[config.mk]
export PLATFORM = sky130hd
export DESIGN_NAME = fbs_ctrl
export DESIGN_NICKNAME = d
export VERILOG_FILES = /design/src/rtl/fbs_pkg.sv /design/src/rtl/fbs_service.sv /design/src/rtl/fbs_ustick.sv /design/src/rtl/fbs_stats.sv /design/src/rtl/fbs_ctrl.sv
export SDC_FILE = /design/constraint.sdc
export NUM_CORES = 1
export LEC_CHECK = 0
export ABC_AREA = 1
export BUFFER_PORTS_ARGS = -buffer_cell sky130_fd_sc_hd__buf_2
export CORE_MARGIN = 3
export CORE_UTILIZATION = 25
export CTS_CLUSTER_SIZE = 12
export DETAILED_ROUTE_END_ITERATION = 12
export SLEW_MARGIN = 40
export SYNTH_ARGS = -nofsm -noshare
export SYNTH_HDL_FRONTEND = slang
export SYNTH_SLANG_ARGS = --single-unit
[constraint.sdc]
create_clock -name clk -period 3.8 [get_ports clk]
set_input_delay 0.19 -clock clk [delete_from_list [all_inputs] [get_ports clk]]
set_output_delay 0.19 -clock clk [all_outputs]
set_load 0.02 [all_outputs]
[src/rtl/fbs_pkg.sv]
package fbs_pkg;
    typedef enum logic [1:0] {
        SV_IDLE = 2'd0,
        SV_WIPE = 2'd1,
        SV_INIT = 2'd2,
        SV_DONE = 2'd3
    } sv_state_t;

    localparam int CNT_W = 16;
    localparam int RTY_W = 8;

    localparam int A_REQ   = 0;
    localparam int A_RSP   = 1;
    localparam int A_STAT  = 2;
    localparam int A_RETRY = 3;
    localparam int A_ECODE = 4;
    localparam int A_EARG  = 5;
    localparam int A_CCNTL = 6;
    localparam int A_CCNTH = 7;
    localparam int A_CTIML = 8;
    localparam int A_CTIMH = 9;
    localparam int A_INBL  = 10;
    localparam int A_INBH  = 11;
    localparam int A_OUTBL = 12;
    localparam int A_OUTBH = 13;

    localparam logic [7:0]  STAT_FAULT   = 8'h01;
    localparam logic [15:0] IN_BASE_RST  = 16'h0000;
    localparam logic [15:0] OUT_BASE_RST = 16'h0200;
endpackage

[src/rtl/fbs_service.sv]
module fbs_service
    import fbs_pkg::*;
(
    input  logic       clk,
    input  logic       rst_n,
    input  logic       req_rst_i,
    input  logic       init_done_i,
    input  logic       init_ok_i,
    input  logic [7:0] fault_code_i,
    input  logic [7:0] fault_arg_i,
    output logic       bus_init_o,
    output logic       wipe_o,
    output logic [7:0] rsp_o,
    output logic [7:0] err_code_o,
    output logic [7:0] err_arg_o,
    output logic [7:0] status_o
);
    sv_state_t state_q, state_d;
    logic rsp_done, rsp_err;

    always_ff @(posedge clk) begin
        if (!rst_n) state_q <= SV_IDLE;
        else        state_q <= state_d;
    end

    always_comb begin
        state_d = state_q;
        unique case (state_q)
            SV_IDLE: if (req_rst_i)   state_d = SV_WIPE;
            SV_WIPE:                  state_d = SV_INIT;
            SV_INIT: if (init_done_i) state_d = SV_DONE;
            SV_DONE: if (!req_rst_i)  state_d = SV_IDLE;
            default:                  state_d = SV_IDLE;
        endcase
    end

    always_ff @(posedge clk) begin
        if (!rst_n) begin
            rsp_done   <= 1'b0;
            rsp_err    <= 1'b0;
            err_code_o <= '0;
            err_arg_o  <= '0;
            status_o   <= '0;
        end else begin
            unique case (state_q)
                SV_WIPE: begin
                    err_code_o <= '0;
                    err_arg_o  <= '0;
                    status_o   <= '0;
                end
                SV_INIT: if (init_done_i) begin
                    rsp_done   <= 1'b1;
                    rsp_err    <= !init_ok_i;
                    err_code_o <= init_ok_i ? 8'h00 : fault_code_i;
                    err_arg_o  <= init_ok_i ? 8'h00 : fault_arg_i;
                    status_o   <= init_ok_i ? 8'h00 : STAT_FAULT;
                end
                SV_DONE: if (!req_rst_i) begin
                    rsp_done <= 1'b0;
                    rsp_err  <= 1'b0;
                end
                default: ;
            endcase
        end
    end

    assign bus_init_o = (state_q == SV_INIT);
    assign wipe_o     = (state_q == SV_WIPE);
    assign rsp_o      = {rsp_err, 6'b0, rsp_done};

    AST_RSP_HELD: assert property (@(posedge clk) disable iff (!rst_n)
        (rsp_done && req_rst_i) |=> rsp_done);
    AST_RSP_RELEASE: assert property (@(posedge clk) disable iff (!rst_n)
        $fell(rsp_done) |-> !$past(req_rst_i));
    AST_CLEAN_ZERO: assert property (@(posedge clk) disable iff (!rst_n)
        (rsp_done && !rsp_err) |-> (err_code_o == 8'h00 && err_arg_o == 8'h00 && status_o == 8'h00));
    AST_ERR_MATCH: assert property (@(posedge clk) disable iff (!rst_n)
        $rose(rsp_done) |-> (rsp_err == (status_o != 8'h00)));
endmodule

[src/rtl/fbs_ustick.sv]
module fbs_ustick #(
    parameter int US_DIV = 125
) (
    input  logic clk,
    input  logic rst_n,
    input  logic restart_i,
    output logic tick_o
);
    localparam int PW = (US_DIV > 1) ? $clog2(US_DIV) : 1;
    localparam logic [PW-1:0] LAST = PW'(US_DIV - 1);

    logic [PW-1:0] pre_q;

    assign tick_o = (pre_q == LAST);

    always_ff @(posedge clk) begin
        if (!rst_n || restart_i) pre_q <= '0;
        else if (tick_o)         pre_q <= '0;
        else                     pre_q <= pre_q + 1'b1;
    end
endmodule

[src/rtl/fbs_stats.sv]
module fbs_stats
    import fbs_pkg::*;
(
    input  logic             clk,
    input  logic             rst_n,
    input  logic             clr_i,
    input  logic             tick_i,
    input  logic             start_i,
    input  logic             done_i,
    input  logic             err_i,
    output logic [CNT_W-1:0] cyc_cnt_o,
    output logic [CNT_W-1:0] cyc_time_o,
    output logic [RTY_W-1:0] retry_o
);
    localparam logic [CNT_W-1:0] SAT = '1;

    logic [CNT_W-1:0] live_q;
    logic             run_q;

    always_ff @(posedge clk) begin
        if (!rst_n) begin
            live_q     <= '0;
            run_q      <= 1'b0;
            cyc_time_o <= '0;
        end else begin
            if (done_i && run_q) cyc_time_o <= live_q;
            if (start_i) begin
                live_q <= '0;
                run_q  <= 1'b1;
            end else begin
                if (done_i) run_q <= 1'b0;
                if (run_q && tick_i && live_q != SAT) live_q <= live_q + 1'b1;
            end
        end
    end

    always_ff @(posedge clk) begin
        if (!rst_n || clr_i) begin
            cyc_cnt_o <= '0;
            retry_o   <= '0;
        end else begin
            if (done_i) cyc_cnt_o <= cyc_cnt_o + 1'b1;
            if (err_i)  retry_o   <= retry_o + 1'b1;
        end
    end

    AST_CYC_STEP: assert property (@(posedge clk) disable iff (!rst_n)
        (done_i && !clr_i) |=> (cyc_cnt_o == $past(cyc_cnt_o) + 1'b1));
    AST_RETRY_STEP: assert property (@(posedge clk) disable iff (!rst_n)
        (err_i && !clr_i) |=> (retry_o == $past(retry_o) + 1'b1));
    AST_NO_OVERFLOW: assert property (@(posedge clk) disable iff (!rst_n)
        (run_q && live_q == SAT && !start_i) |=> (live_q == SAT));
    AST_WIPE_ZERO: assert property (@(posedge clk) disable iff (!rst_n)
        clr_i |=> (cyc_cnt_o == '0 && retry_o == '0));
endmodule

[src/rtl/fbs_ctrl.sv]
module fbs_ctrl
    import fbs_pkg::*;
#(
    parameter int AW     = 4,
    parameter int US_DIV = 125
) (
    input  logic          clk,
    input  logic          rst_n,
    input  logic [AW-1:0] host_addr,
    input  logic          host_wr,
    input  logic [7:0]    host_wdata,
    output logic [7:0]    host_rdata,
    input  logic          cyc_req_i,
    input  logic          cyc_done_i,
    input  logic          cyc_err_i,
    output logic          bus_init_o,
    input  logic          bus_init_done_i,
    input  logic          bus_init_ok_i,
    input  logic [7:0]    bus_fault_code_i,
    input  logic [7:0]    bus_fault_arg_i,
    output logic          pd_error_o
);
    logic [1:0]       req_q;
    logic [15:0]      in_base_q, out_base_q;
    logic [7:0]       rsp, err_code, err_arg, status;
    logic             wipe, tick;
    logic [CNT_W-1:0] cyc_cnt, cyc_time;
    logic [RTY_W-1:0] retry;

    always_ff @(posedge clk) begin
        if (!rst_n) begin
            req_q      <= '0;
            in_base_q  <= IN_BASE_RST;
            out_base_q <= OUT_BASE_RST;
        end else if (host_wr) begin
            if (host_addr == AW'(A_REQ))   req_q            <= host_wdata[1:0];
            if (host_addr == AW'(A_INBL))  in_base_q[7:0]   <= host_wdata;
            if (host_addr == AW'(A_INBH))  in_base_q[15:8]  <= host_wdata;
            if (host_addr == AW'(A_OUTBL)) out_base_q[7:0]  <= host_wdata;
            if (host_addr == AW'(A_OUTBH)) out_base_q[15:8] <= host_wdata;
        end
    end

    fbs_service u_service (
        .clk          (clk),
        .rst_n        (rst_n),
        .req_rst_i    (req_q[0]),
        .init_done_i  (bus_init_done_i),
        .init_ok_i    (bus_init_ok_i),
        .fault_code_i (bus_fault_code_i),
        .fault_arg_i  (bus_fault_arg_i),
        .bus_init_o   (bus_init_o),
        .wipe_o       (wipe),
        .rsp_o        (rsp),
        .err_code_o   (err_code),
        .err_arg_o    (err_arg),
        .status_o     (status)
    );

    fbs_ustick #(.US_DIV(US_DIV)) u_tick (
        .clk       (clk),
        .rst_n     (rst_n),
        .restart_i (cyc_req_i),
        .tick_o    (tick)
    );

    fbs_stats u_stats (
        .clk        (clk),
        .rst_n      (rst_n),
        .clr_i      (wipe),
        .tick_i     (tick),
        .start_i    (cyc_req_i),
        .done_i     (cyc_done_i),
        .err_i      (cyc_err_i),
        .cyc_cnt_o  (cyc_cnt),
        .cyc_time_o (cyc_time),
        .retry_o    (retry)
    );

    assign pd_error_o = (status != 8'h00);

    always_comb begin
        unique case (int'(host_addr))
            A_REQ:   host_rdata = {6'b0, req_q};
            A_RSP:   host_rdata = rsp;
            A_STAT:  host_rdata = status;
            A_RETRY: host_rdata = retry;
            A_ECODE: host_rdata = err_code;
            A_EARG:  host_rdata = err_arg;
            A_CCNTL: host_rdata = cyc_cnt[7:0];
            A_CCNTH: host_rdata = cyc_cnt[15:8];
            A_CTIML: host_rdata = cyc_time[7:0];
            A_CTIMH: host_rdata = cyc_time[15:8];
            A_INBL:  host_rdata = in_base_q[7:0];
            A_INBH:  host_rdata = in_base_q[15:8];
            A_OUTBL: host_rdata = out_base_q[7:0];
            A_OUTBH: host_rdata = out_base_q[15:8];
            default: host_rdata = 8'h00;
        endcase
    end

    AST_FREE_RUN_INERT: assert property (@(posedge clk) disable iff (!rst_n)
        (!req_q[0] && !bus_init_o) |=> !bus_init_o);
    AST_INIT_AFTER_REQ: assert property (@(posedge clk) disable iff (!rst_n)
        $rose(bus_init_o) |-> req_q[0] || $past(req_q[0]));
endmodule

# Word level (Yosys, flattened, before mapping)

Index checks and enable logic that the tools add are counted.

Register bits after elaboration: 126
Bits in latches: 0
Bits in writable memories: 0
Bits in read-only memories: 0
Input bits: 36
Output and inout port bits: 10
Logic and storage cells: 87
Memories kept: 0

Add/subtract/negate cells: 4
$mul: 0
Div/mod/pow operators: 0
$lt $le $gt $ge: 0
Equality and inequality tests: 21
Shift operators: 0
Muxes and demuxes: 21
Bitwise gates (word level): 1
Reductions and logical operators: 23

Operator list:

| kind                    | count |
|---|---|
| $pmux W8 S14            | 1 |
| $pmux W8 S2             | 3 |
| $mux W8                 | 5 |
| $add A16 B1 Y16 const B | 2 |
| $eq A4 B4 Y1 const B    | 6 |
| $eq A4 B3 Y1 const B    | 4 |
| $ne A16 B16 Y1 const B  | 1 |
| $reduce_and A2 Y1       | 6 |
| $add A8 B1 Y8 const B   | 1 |
| $eq A4 B2 Y1 const B    | 2 |
| $pmux W2 S4             | 1 |
| $reduce_bool A8 Y1      | 1 |
| $add A7 B1 Y7 const B   | 1 |
| $eq A7 B7 Y1 const B    | 1 |
| $mux W1                 | 6 |
| $mux W2                 | 3 |
| $reduce_and A3 Y1       | 2 |
| $reduce_bool A2 Y1      | 3 |
| $eq A2 B2 Y1 const B    | 2 |
| $eq A4 B1 Y1 const B    | 1 |
| $logic_not A4 Y1        | 1 |
| $ne A2 B2 Y1 const B    | 2 |
| $pmux W1 S2             | 2 |
| $reduce_or A2 Y1        | 2 |
| 7 further kinds         | 11 |

# Longest topological paths before layout

Gate-level depths: netlist of run 1.

Depth in word-level cells: 3
Mapped depth: 10

# Modules after synthesis

Synthesis of run 1 repeated with hierarchy kept, for this count alone.

Cell total of the unflattened synthesis: 959
Area, all modules: 6311.1 µm²

Modules (own cells, without submodules):

| module      | times used | cells an instance | area each (µm²) |
|---|---|---|---|
| fbs_stats   | 1          | 370               | 2552.4 |
| fbs_ctrl    | 1          | 414               | 2376.0 |
| fbs_service | 1          | 130               | 1034.7 |
| fbs_ustick  | 1          | 45                | 347.8 |

# Worst setup path before layout of run 1

No wires, ideal clock.

Path type: register to register
From: register u_service.state_q[0]
To: register u_service.err_code_o[6]
Library setup time: 0.070 ns
Data arrival time: 1.475 ns
Required time: 3.730 ns
Setup slack: 2.256 ns
Stages on the path, launching flop included: 10
Path buffers: 1
Period minus slack after synthesis: 1.544 ns
Cells stage by stage: dfxtp_1 inv_1 ha_1 inv_1 nand2_1 nand2_1 clkinv_1 clkbuf_1 nand2_1 a21oi_1

Word-level cells in the longest chain between the ends: 3

Ends and longest elaborated chain:

| item                                                         | RTL line          | RTL |
|---|---|---|
| start: declaration                                           | fbs_service.sv:18 | `sv_state_t state_q, state_d;` |
| start signal: assignment                                     | fbs_service.sv:23 | `else state_q <= state_d;` |
| $eq A2 B2 Y1 *                                               | --                |  |
| via bus_init_o                                               | fbs_ctrl.sv:16    | `output logic bus_init_o,` |
| $ne A2 B1 Y1 (no line) or $reduce_bool A2 Y1 (tied branches) | --                |  |
| $reduce_and A2 Y1 (no line)                                  | --                |  |
| end signal: assignment                                       | fbs_service.sv:54 | `err_code_o <= init_ok_i ? 8'h00 : fault_code_i;` |
| end: declaration                                             | fbs_service.sv:14 | `output logic [7:0] err_code_o,` |

The timed path passes the listed nets; every way through them passes the cells marked *.
A chain may end at the register's enable or synchronous reset.

# Worst setup path in the final report of run 1

From: input port host_addr[1]
To: output port host_rdata[7]

Word-level cells in the longest chain between the ends: 2

Ends and longest elaborated chain:

| item                                       | RTL line       | RTL |
|---|---|---|
| start: declaration                         | fbs_ctrl.sv:9  | `input logic [AW-1:0] host_addr,` |
| $eq A4 B4 Y1, or another cell as far along | fbs_ctrl.sv:83 | `unique case (int'(host_addr))` |
| $pmux W8 S14 *                             | fbs_ctrl.sv:83 |  |
| end: declaration                           | fbs_ctrl.sv:12 | `output logic [7:0] host_rdata,` |

Mark *: on every way between the ends. The rest lies on a longest branch, timed or not.

==> results of run 1 <==
-- routing by layer --
metal	part of all wire	vias up	routed length (um)
met3	0.049	17	741
met1	0.51	2342	7580
met2	0.43	126	6430
met4	0.015	0	220
li1	-	2785	-
met5	0	-	0
-- worst paths after layout --
path	startpoint	to	slack, ps
worst max-delay path	host_addr[1]	host_rdata[7]	1890
worst min-delay path	bus_fault_code_i[4]	u_service.err_code_o[4]	20
worst max register to register	u_service.state_q[0]	u_service.err_code_o[7]	1990
worst min register to register	in_base_q[2]	in_base_q[2]	450
-- cell usage in the layout (no fill, tap or decap) --
cell type	n
o21ai_0	72
buf_4	3
o211ai_1	3
or2_2	1
clkinv_2	1
clkinv_1	2
buf_2	45
nor2_4	1
nor3b_1	1
and3_1	2
o2bb2ai_1	1
o22ai_1	10
dfxtp_1	119
clkbuf_16	17
ha_1	9
nor3_1	14
o21ai_1	3
inv_6	4
clkbuf_8	1
xnor2_1	2
nor2_2	13
nand3b_1	3
bufinv_16	1
nor3_2	2
xor2_1	5
inv_8	2
a31oi_1	1
o21a_1	1
nand3_1	52
inv_1	88
inv_2	2
nand2_1	177
nand2_2	5
clkinvlp_4	4
nand4_1	6
nor2_1	114
clkinv_4	2
a21oi_1	90
o211a_1	4
-- area by class of cell --
type	count	area [um2]
Inverter	92	345
Clock buffer	18	439
Tap cell	280	350
Timing Repair Buffer	48	248
Sequential cell	119	2380
Multi-Input combinational cell	592	2800
Clock inverter	14	140
Fill cell	2418	15300
-- flip-flops by register name (all words and copies together) (netlist names) --
signal	count
u_stats.run_q	1
u_stats.cyc_time_o	16
u_stats.retry_o	8
u_tick.pre_q	7
u_service.rsp_done	1
req_q	2
u_service.state_q	2
u_service.status_o	1
in_base_q	16
u_stats.live_q	16
u_service.rsp_err	1
u_stats.cyc_cnt_o	16
out_base_q	16
u_service.err_arg_o	8
u_service.err_code_o	8
-- through the flow --
step,cell area [um2],hold WS (ps)
2_1_floorplan,5640,279
3_3_place_gp,6130,434
3_5_place_dp,6130,440
4_1_cts,6710,4.63
5_1_grt,6710,16.7
6_report,6710,20.2
-- worst max-delay path, cell delays in order --
cell and delay [ps]:
buf_2 140, nor2_2 350, nand2_1 300, o22ai_1 320, nor2_1 80, nand3_1 150, buf_2 190
-- power by group through the flow --
stage	clock, mW	sequential [mW]	combinational [mW]
4_1_cts	1.61	1.34	0.383
3_3_place_gp	0	1.37	0.376
2_1_floorplan	0	1.36	0.264
3_5_place_dp	0	1.37	0.383
6_report	1.58	1.34	0.380
5_1_grt	1.66	1.35	0.437
-- cells by family after synthesis --
kind of cell	Yosys count	share of synthesized area
buffers and inverters	113	0.0816
adders and majority gates	9	0.0200
xor gates and xnor gates	7	0.0109
DFF	119	0.422
and+or+nand+nor	391	0.293
AOI/OAI and AO/OA	185	0.173
==> run summary, run 1 <==
Die height: 156 um
Vias in the first global route: 4736
H-tree levels: 4
Clock power share: 0.479
Post_cts resized: 0
Post-synth EDFFs: 0
Fin util: 0.304
FF+latch count, synth: 119
Critical Path Fanout Max: 10
Maximum clock insertion buffer count: 2
Maximum Capacitance Violations: 0
Pwr per Cell Area: 492 nW/um2
Status: finished, final reports clean
Flop pwr share: 0.406
Clock sinks: 119
Main synth FF type: dfxtp_1
1st-pass router iterations: 5
Max-slew violation count: 0
GRT Util Overall: 0.125
Type of the worst setup path: in -> out
Hold crit path type: in -> reg
GR Overflow Total: 0
Worst Path Required: 3610 ps
Clk_lat worst skew: 420 ps
Tot Pwr: 3.30 mW
Largest area contributor in the netlist: dfxtp_1
Initial Util: 0.256
DIE WIDTH: 156 um
Final Hold Fails: 0
Combinational share of power: 0.115
CTS Buf Count: 17
Top post-synthesis cells by area: dfxtp_1 (42%), nand2_1 (12%), a21oi_1 (8.0%)
Post-Syn Nets: 869
Top post-synthesis cells by count: nand2_1 (177), dfxtp_1 (119), nor2_1 (114)
Period utilisation layout: 0.502
Postcts setup bufs: 0
Detail Route Antenna Nets: 0
Clock transition at path regs: 60 ps
Dominant cell by count in the synthesized netlist: nand2_1
Pre-CTS setup slack: 1580 ps
Minimum clock period: 1910 ps
Share of layout cells above drive strength 1: 0.118
Startpoint Class: input pin
Core Area: 22000 um2
Largest net degree at the start of global routing: 45
Met1 Track Usage GR: 0.178
Reg2reg path depth: 6
Synth async-reset ratio: 0
Worst IR drop on VDD: 0.243 mV
Drt wl/cell: 12.9 um
Syn Inst Count: 824
DRC marker count from the first detailed-route iteration: 519
Clk Tree Root Cell: clkbuf_16
Switching share of power: 0.288
Initial antenna violation count: 0
Synthesized area: 5640 um2
Syn_area_per_cell: 6.85 um2
Via count: 5270
RSZ-0062 raised after global routing: false
WHS Path Cells: 3
Yosys top cell area share: 0.422
Worst-Margin Slew: 769 ps
Seq/Total Area, Yosys: 0.422
Hold_buf cts: 0
Final count of negative-setup-slack endpoints: 0
Die ar.: 24400 um2
Ys Warns: 0
Rows: 54
CP endpoint kind: primary output
Placed cells: 1131
Clock skew: 9.55 ps
Setup ws final: 1890 ps
Finished Layout Cells: 1163
Setup TNS: 0 ps
RD Place Congestion: 0.842
Gr busiest metal: met2
F_max: 524 MHz
Final WL: 15000 um
Cell variety after synth: 33
PortBufs: 45
Detailed Place HPWL: 11000 um
Max_slew headroom: 0.487
Data arrival, critical path: 1720 ps
Vias per cell: 4.53
ANT cells: 0
Met2 usage: 0.185
Met3 Use GR: 0.0313
TritonCTS clock tree: done
P_int: 2.35 mW
Psw: 0.951 mW
Area grow syn2layout: 18.8%
First-pass GRT wire length: 24400 um
Layout net count: 915
# IOs: 46
Leakage: 2.43 nW
DRC: 0
Power figures use the tool's default switching activity.
==> inputs of run 2 (changes only) <==
==> constraint.sdc (replaced) <==
create_clock -name clk -period 1.7 [get_ports clk]
set_input_delay 0.085 -clock clk [delete_from_list [all_inputs] [get_ports clk]]
set_output_delay 0.085 -clock clk [all_outputs]
set_load 0.02 [all_outputs]
==> run 2 against run 1 <==
Clock skew is essentially flat. Worst setup slack lost 1800 ps. Critical path type is now reg -> out. Wire length rose by 2.7%. Die area unchanged. Sequential share of layout area shrank 2.1 points. First-iteration DRC count down 20%. Final area is 6.3% higher. Largest power group unchanged.
==> run summary, run 2 (synthesis gave the netlist of run 1 again) <==
Detailed Place HPWL: 11400 um
Critical path's slowest cell: dfxtp_1
Vias in the first global route: 5092
WP depth: 6
Max_slew headroom: 0.697
PortBufs: 45
1st-pass router iterations: 5
Minimum clock period: 1640 ps
Initial antenna violation count: 1
Drt wl/cell: 12.7 um
Leakage: 2.64 nW
Startpoint Class: flip-flop
RD Place Congestion: 0.871
Maximum Capacitance Violations: 0
Hold crit path type: in -> reg
Clk Tree Root Cell: clkbuf_16
DIE WIDTH: 156 um
Status: finished, final reports clean
Reg2reg path depth: 8
Delay of the slowest critical-path stage: 310 ps
Pwr per Cell Area: 1050 nW/um2
Crit path cell chain: buf_4 -> nand2_1 -> o211ai_1 -> nor2_1 -> nand3_1 -> buf_2
Clk_lat worst skew: 420 ps
R2R setup slack: 140 ps
Detail Route Antenna Nets: 0
Worst Path Required: 1620 ps
Final count of negative-setup-slack endpoints: 0
Vias per cell: 4.50
Placed Area: 6250 um2
TritonCTS clock tree: done
Clock skew: 9.31 ps
Design area: 7130 um2
GRT Util Overall: 0.127
Type of the worst setup path: reg -> out
CP endpoint kind: primary output
CTS Buf Count: 17
Share of layout cells above drive strength 1: 0.131
Placed cells: 1148
Commonest non-fill, non-tap cell in the layout: nand2_1
Largest net degree at the start of global routing: 44
Data arrival, critical path: 1560 ps
CP startpoint: u_stats.cyc_cnt_o[0]
Worst Setup EP: host_rdata[0]
Rows: 54
Setup TNS: 0 ps
Hold slack: 58.8 ps
Finished Layout Cells: 1210
First-pass GRT wire length: 25000 um
DRC marker count from the first detailed-route iteration: 417
GR Overflow Total: 0
Reg2reg start: u_stats.live_q[1]
Period utilisation layout: 0.965
Clock sinks: 119
WHS Path Cells: 3
RSZ-0062 raised after global routing: true
Die height: 156 um
Initial Util: 0.256
Most frequent cells in the layout: nand2_1 (177), dfxtp_1 (119), nor2_1 (113)
Critical Path Fanout Max: 4
Maximum clock insertion buffer count: 2
Core Area: 22000 um2
Worst IR drop on VDD: 0.660 mV
Die ar.: 24400 um2
F_max: 610 MHz
CP bufs+invs: 2
Postcts setup bufs: 0
R2r endpoint: u_stats.live_q[13]
H-tree levels: 4
Area grow syn2layout: 26.4%
Setup ws final: 59.5 ps
Final WL: 15400 um
DRC: 0
Final Hold Fails: 0
Fin util: 0.324
Cell family with most CP delay: simple AND/OR/NAND/NOR gates
Worst-Margin Slew: 453 ps
# IOs: 46
Max-slew violation count: 0
Tot Pwr: 7.49 mW
Pre-CTS setup slack: 109 ps
Layout net count: 961
Via count: 5444
Clock transition at path regs: 60 ps
-- run 2: area by class of cell --
cell class | instances | area (um2)
sequential | 119 | 2380
timing repair buffer | 94 | 666
antenna | 1 | 2.50
fill | 2358 | 14900
clock inverter | 15 | 156
multi-input combinational | 592 | 2800
clock buffer | 17 | 425
tap | 280 | 350
inverter | 92 | 345
-- run 2: layer usage --
metal,up-vias,track usage,wire [um]
li1,2873,-,-
met3,23,0.0343,803
met4,0,0.0500,354
met2,112,0.200,6860
met1,2436,0.166,7360
met5,-,0,0
-- run 2: where the power goes --
part / total (mW) / internal, mW / switching (mW)
sequential: 2.98 / 2.91 / 0.0778
combinational: 0.966 / 0.342 / 0.624
clock: 3.54 / 2.07 / 1.47
-- run 2: timing repair --
action / in CTS / in global routing
endpoints found under the hold margin: 37 / 0
gates resized for setup: 0 / 2
hold buffers: 29 / 0
endpoints found under the setup margin: 0 / 7
-- run 2: worst min-delay path by stage --
stage,start,to,slack (ps)
detailed placement,cyc_req_i,u_stats.run_q,330
floorplan,cyc_err_i,u_stats.retry_o[1],170
finish,rst_n,u_stats.run_q,60
global route,host_wr,req_q[0],90
global placement,cyc_req_i,u_stats.run_q,320
CTS,host_wr,req_q[1],60
-- run 2: tightest hold or removal path: cells and delay by family --
kind / cells / cell delay (ps)
and+or+nand+nor: 1 / 130
buffers and inverters: 2 / 220
==> inputs of run 3 (changes only) <==
--- a/config.mk
+++ b/config.mk
@@ -6,7 +6,7 @@
 export NUM_CORES = 1
 export LEC_CHECK = 0
 export ABC_AREA = 1
-export BUFFER_PORTS_ARGS = -buffer_cell sky130_fd_sc_hd__buf_2
+export BUFFER_PORTS_ARGS = -buffer_cell sky130_fd_sc_hd__clkbuf_2
 export CORE_MARGIN = 3
 export CORE_UTILIZATION = 25
 export CTS_CLUSTER_SIZE = 12
==> run 3 against run 2 <==
Hold slack worse by 48 ps. Largest power group unchanged. First-iteration DRC count fell by 2.4%. Critical path type unchanged. Sequential power about the same. Via count up 0.51%. Non-clock buffer count decreased by 2. Clock power shrank 7.1%.
==> run summary, run 3 (synthesis gave the netlist of run 1 again) <==
Status: finished, final reports clean
Type of the worst setup path: reg -> out
GRT Util Overall: 0.128
Largest net degree at the start of global routing: 44
RD Place Congestion: 0.866
Die height: 156 um
First-pass GRT wire length: 25400 um
Die ar.: 24400 um2
Placed cells: 1147
Clk Tree Root Cell: clkbuf_16
Max-slew violation count: 0
Initial Util: 0.256
Area grow syn2layout: 25.6%
Period utilisation layout: 0.959
Maximum clock insertion buffer count: 2
Startpoint Class: flip-flop
Drt wl/cell: 12.6 um
DRC: 0
Vias per cell: 4.53
Design area: 7090 um2
Pwr per Cell Area: 1020 nW/um2
Commonest non-fill, non-tap cell in the layout: nand2_1
Data arrival, critical path: 1550 ps
PortBufs: 45
Placed Area: 6260 um2
CP endpoint kind: primary output
Setup ws final: 69.0 ps
R2r endpoint: u_service.state_q[0]
# IOs: 46
Vias in the first global route: 5254
Share of layout cells above drive strength 1: 0.131
Register area: 2380 um2
Clock skew: 8.06 ps
R2R setup slack: 140 ps
Delay of the slowest critical-path stage: 310 ps
Layout net count: 959
Clock transition at path regs: 60 ps
Core Area: 22000 um2
DIE WIDTH: 156 um
Via count: 5472
Reg2reg start: u_service.state_q[0]
GR Overflow Total: 0
Hold slack: 10.7 ps
Crit path cell chain: buf_4 -> nand2_1 -> o211ai_1 -> nor2_1 -> nand3_1 -> clkbuf_2
Maximum Capacitance Violations: 0
Reg2reg path depth: 8
Max_slew headroom: 0.690
Final count of negative-setup-slack endpoints: 0
Clock sinks: 119
DRC marker count from the first detailed-route iteration: 407
Hold crit path type: in -> reg
Detailed Place HPWL: 11200 um
Critical path's slowest cell: dfxtp_1
Pre-CTS setup slack: 148 ps
Minimum clock period: 1630 ps
TritonCTS clock tree: done
Worst Hold Path EP: in_base_q[9]
Most frequent cells in the layout: nand2_1 (177), dfxtp_1 (118), nor2_1 (113)
1st-pass router iterations: 5
H-tree levels: 4
Critical Path Fanout Max: 4
Worst Path Required: 1620 ps
Multi-input gate area: 2810 um2
F_max: 613 MHz
Fillers: 2331
CTS Buf Count: 17
Leakage: 2.61 nW
Finished Layout Cells: 1208
Min-delay src: host_wdata[1]
Rows: 54
Final Hold Fails: 0
WHS Path Cells: 3
Initial antenna violation count: 1
Clk_lat worst skew: 410 ps
Worst IR drop on VDD: 0.637 mV
Detail Route Antenna Nets: 0
Setup TNS: 0 ps
Worst-Margin Slew: 464 ps
Final WL: 15300 um
-- run 3: cell count changes in the layout (fill, tap and decap cells not counted), sizes merged --
cell and delta:
dlygate4sd3 -3, clkinvlp +1, clkbuf +48, clkinv +5
buf -44, inv -9
-- run 3: metrics by stage --
stage                     power, mW   util
after floorplan                3.62      -
after global placement         3.95  0.284
after CTS                      7.31  0.321
after global routing           7.58  0.322
after detailed placement       3.96  0.284
final                          7.24  0.322
-- run 3: how the worst max path moves through the flow --
stage                              start                       to  slack (ps)  depth (start not counted)
finish              u_stats.cyc_cnt_o[0]            host_rdata[0]          70                          6
global route           u_stats.live_q[1]        u_stats.live_q[7]          -5                         10
CTS                 u_stats.cyc_cnt_o[0]            host_rdata[0]          60                          6
detailed placement     u_stats.live_q[1]        u_stats.live_q[1]         150                          8
global placement    u_service.state_q[0]     u_service.state_q[0]         180                          8
floorplan           u_service.state_q[0]  u_service.err_code_o[6]         160                          9
-- run 3: routing by layer --
metal,share of wire,GRT usage,vias to the layer above
met5,0,0,-
met4,0.017,0.0400,0
met3,0.045,0.0357,18
met2,0.45,0.209,110
met1,0.49,0.165,2465
li1,-,-,2879
-- run 3: where the power goes --
group          internal (mW)  switching, mW  leakage (nW)
Clock                   2.00           1.29         0.256
Sequential              2.91         0.0794         0.964
Combinational          0.338          0.624          1.39
-- run 3: timing repair --
item | 4_1_cts | 5_1_grt
gates resized for setup | 0 | 4
setup endpoints to repair | 0 | 12
hold buffers | 26 | 0
endpoints found under the hold margin | 31 | 0
setup buffers | 0 | 2
-- run 3: worst max-delay path: cells and delay by family, from the launching register on --
family | cells | cell delay (ps)
AND/OR/NAND/NOR | 3 | 370
AO/OA/AOI/OAI | 1 | 120
flip-flops | 1 | 310
buffers and inverters | 2 | 340
-- run 3: layout make-up --
cell class	count	share of cell area
clock buffers	20	0.0616
repair buffers	92	0.0925
inverters	92	0.0487
diodes	1	0.000353
clock inverters	12	0.0150
multi-input cells	592	0.396
well taps	280	0.0494
flip-flops and latches	119	0.336
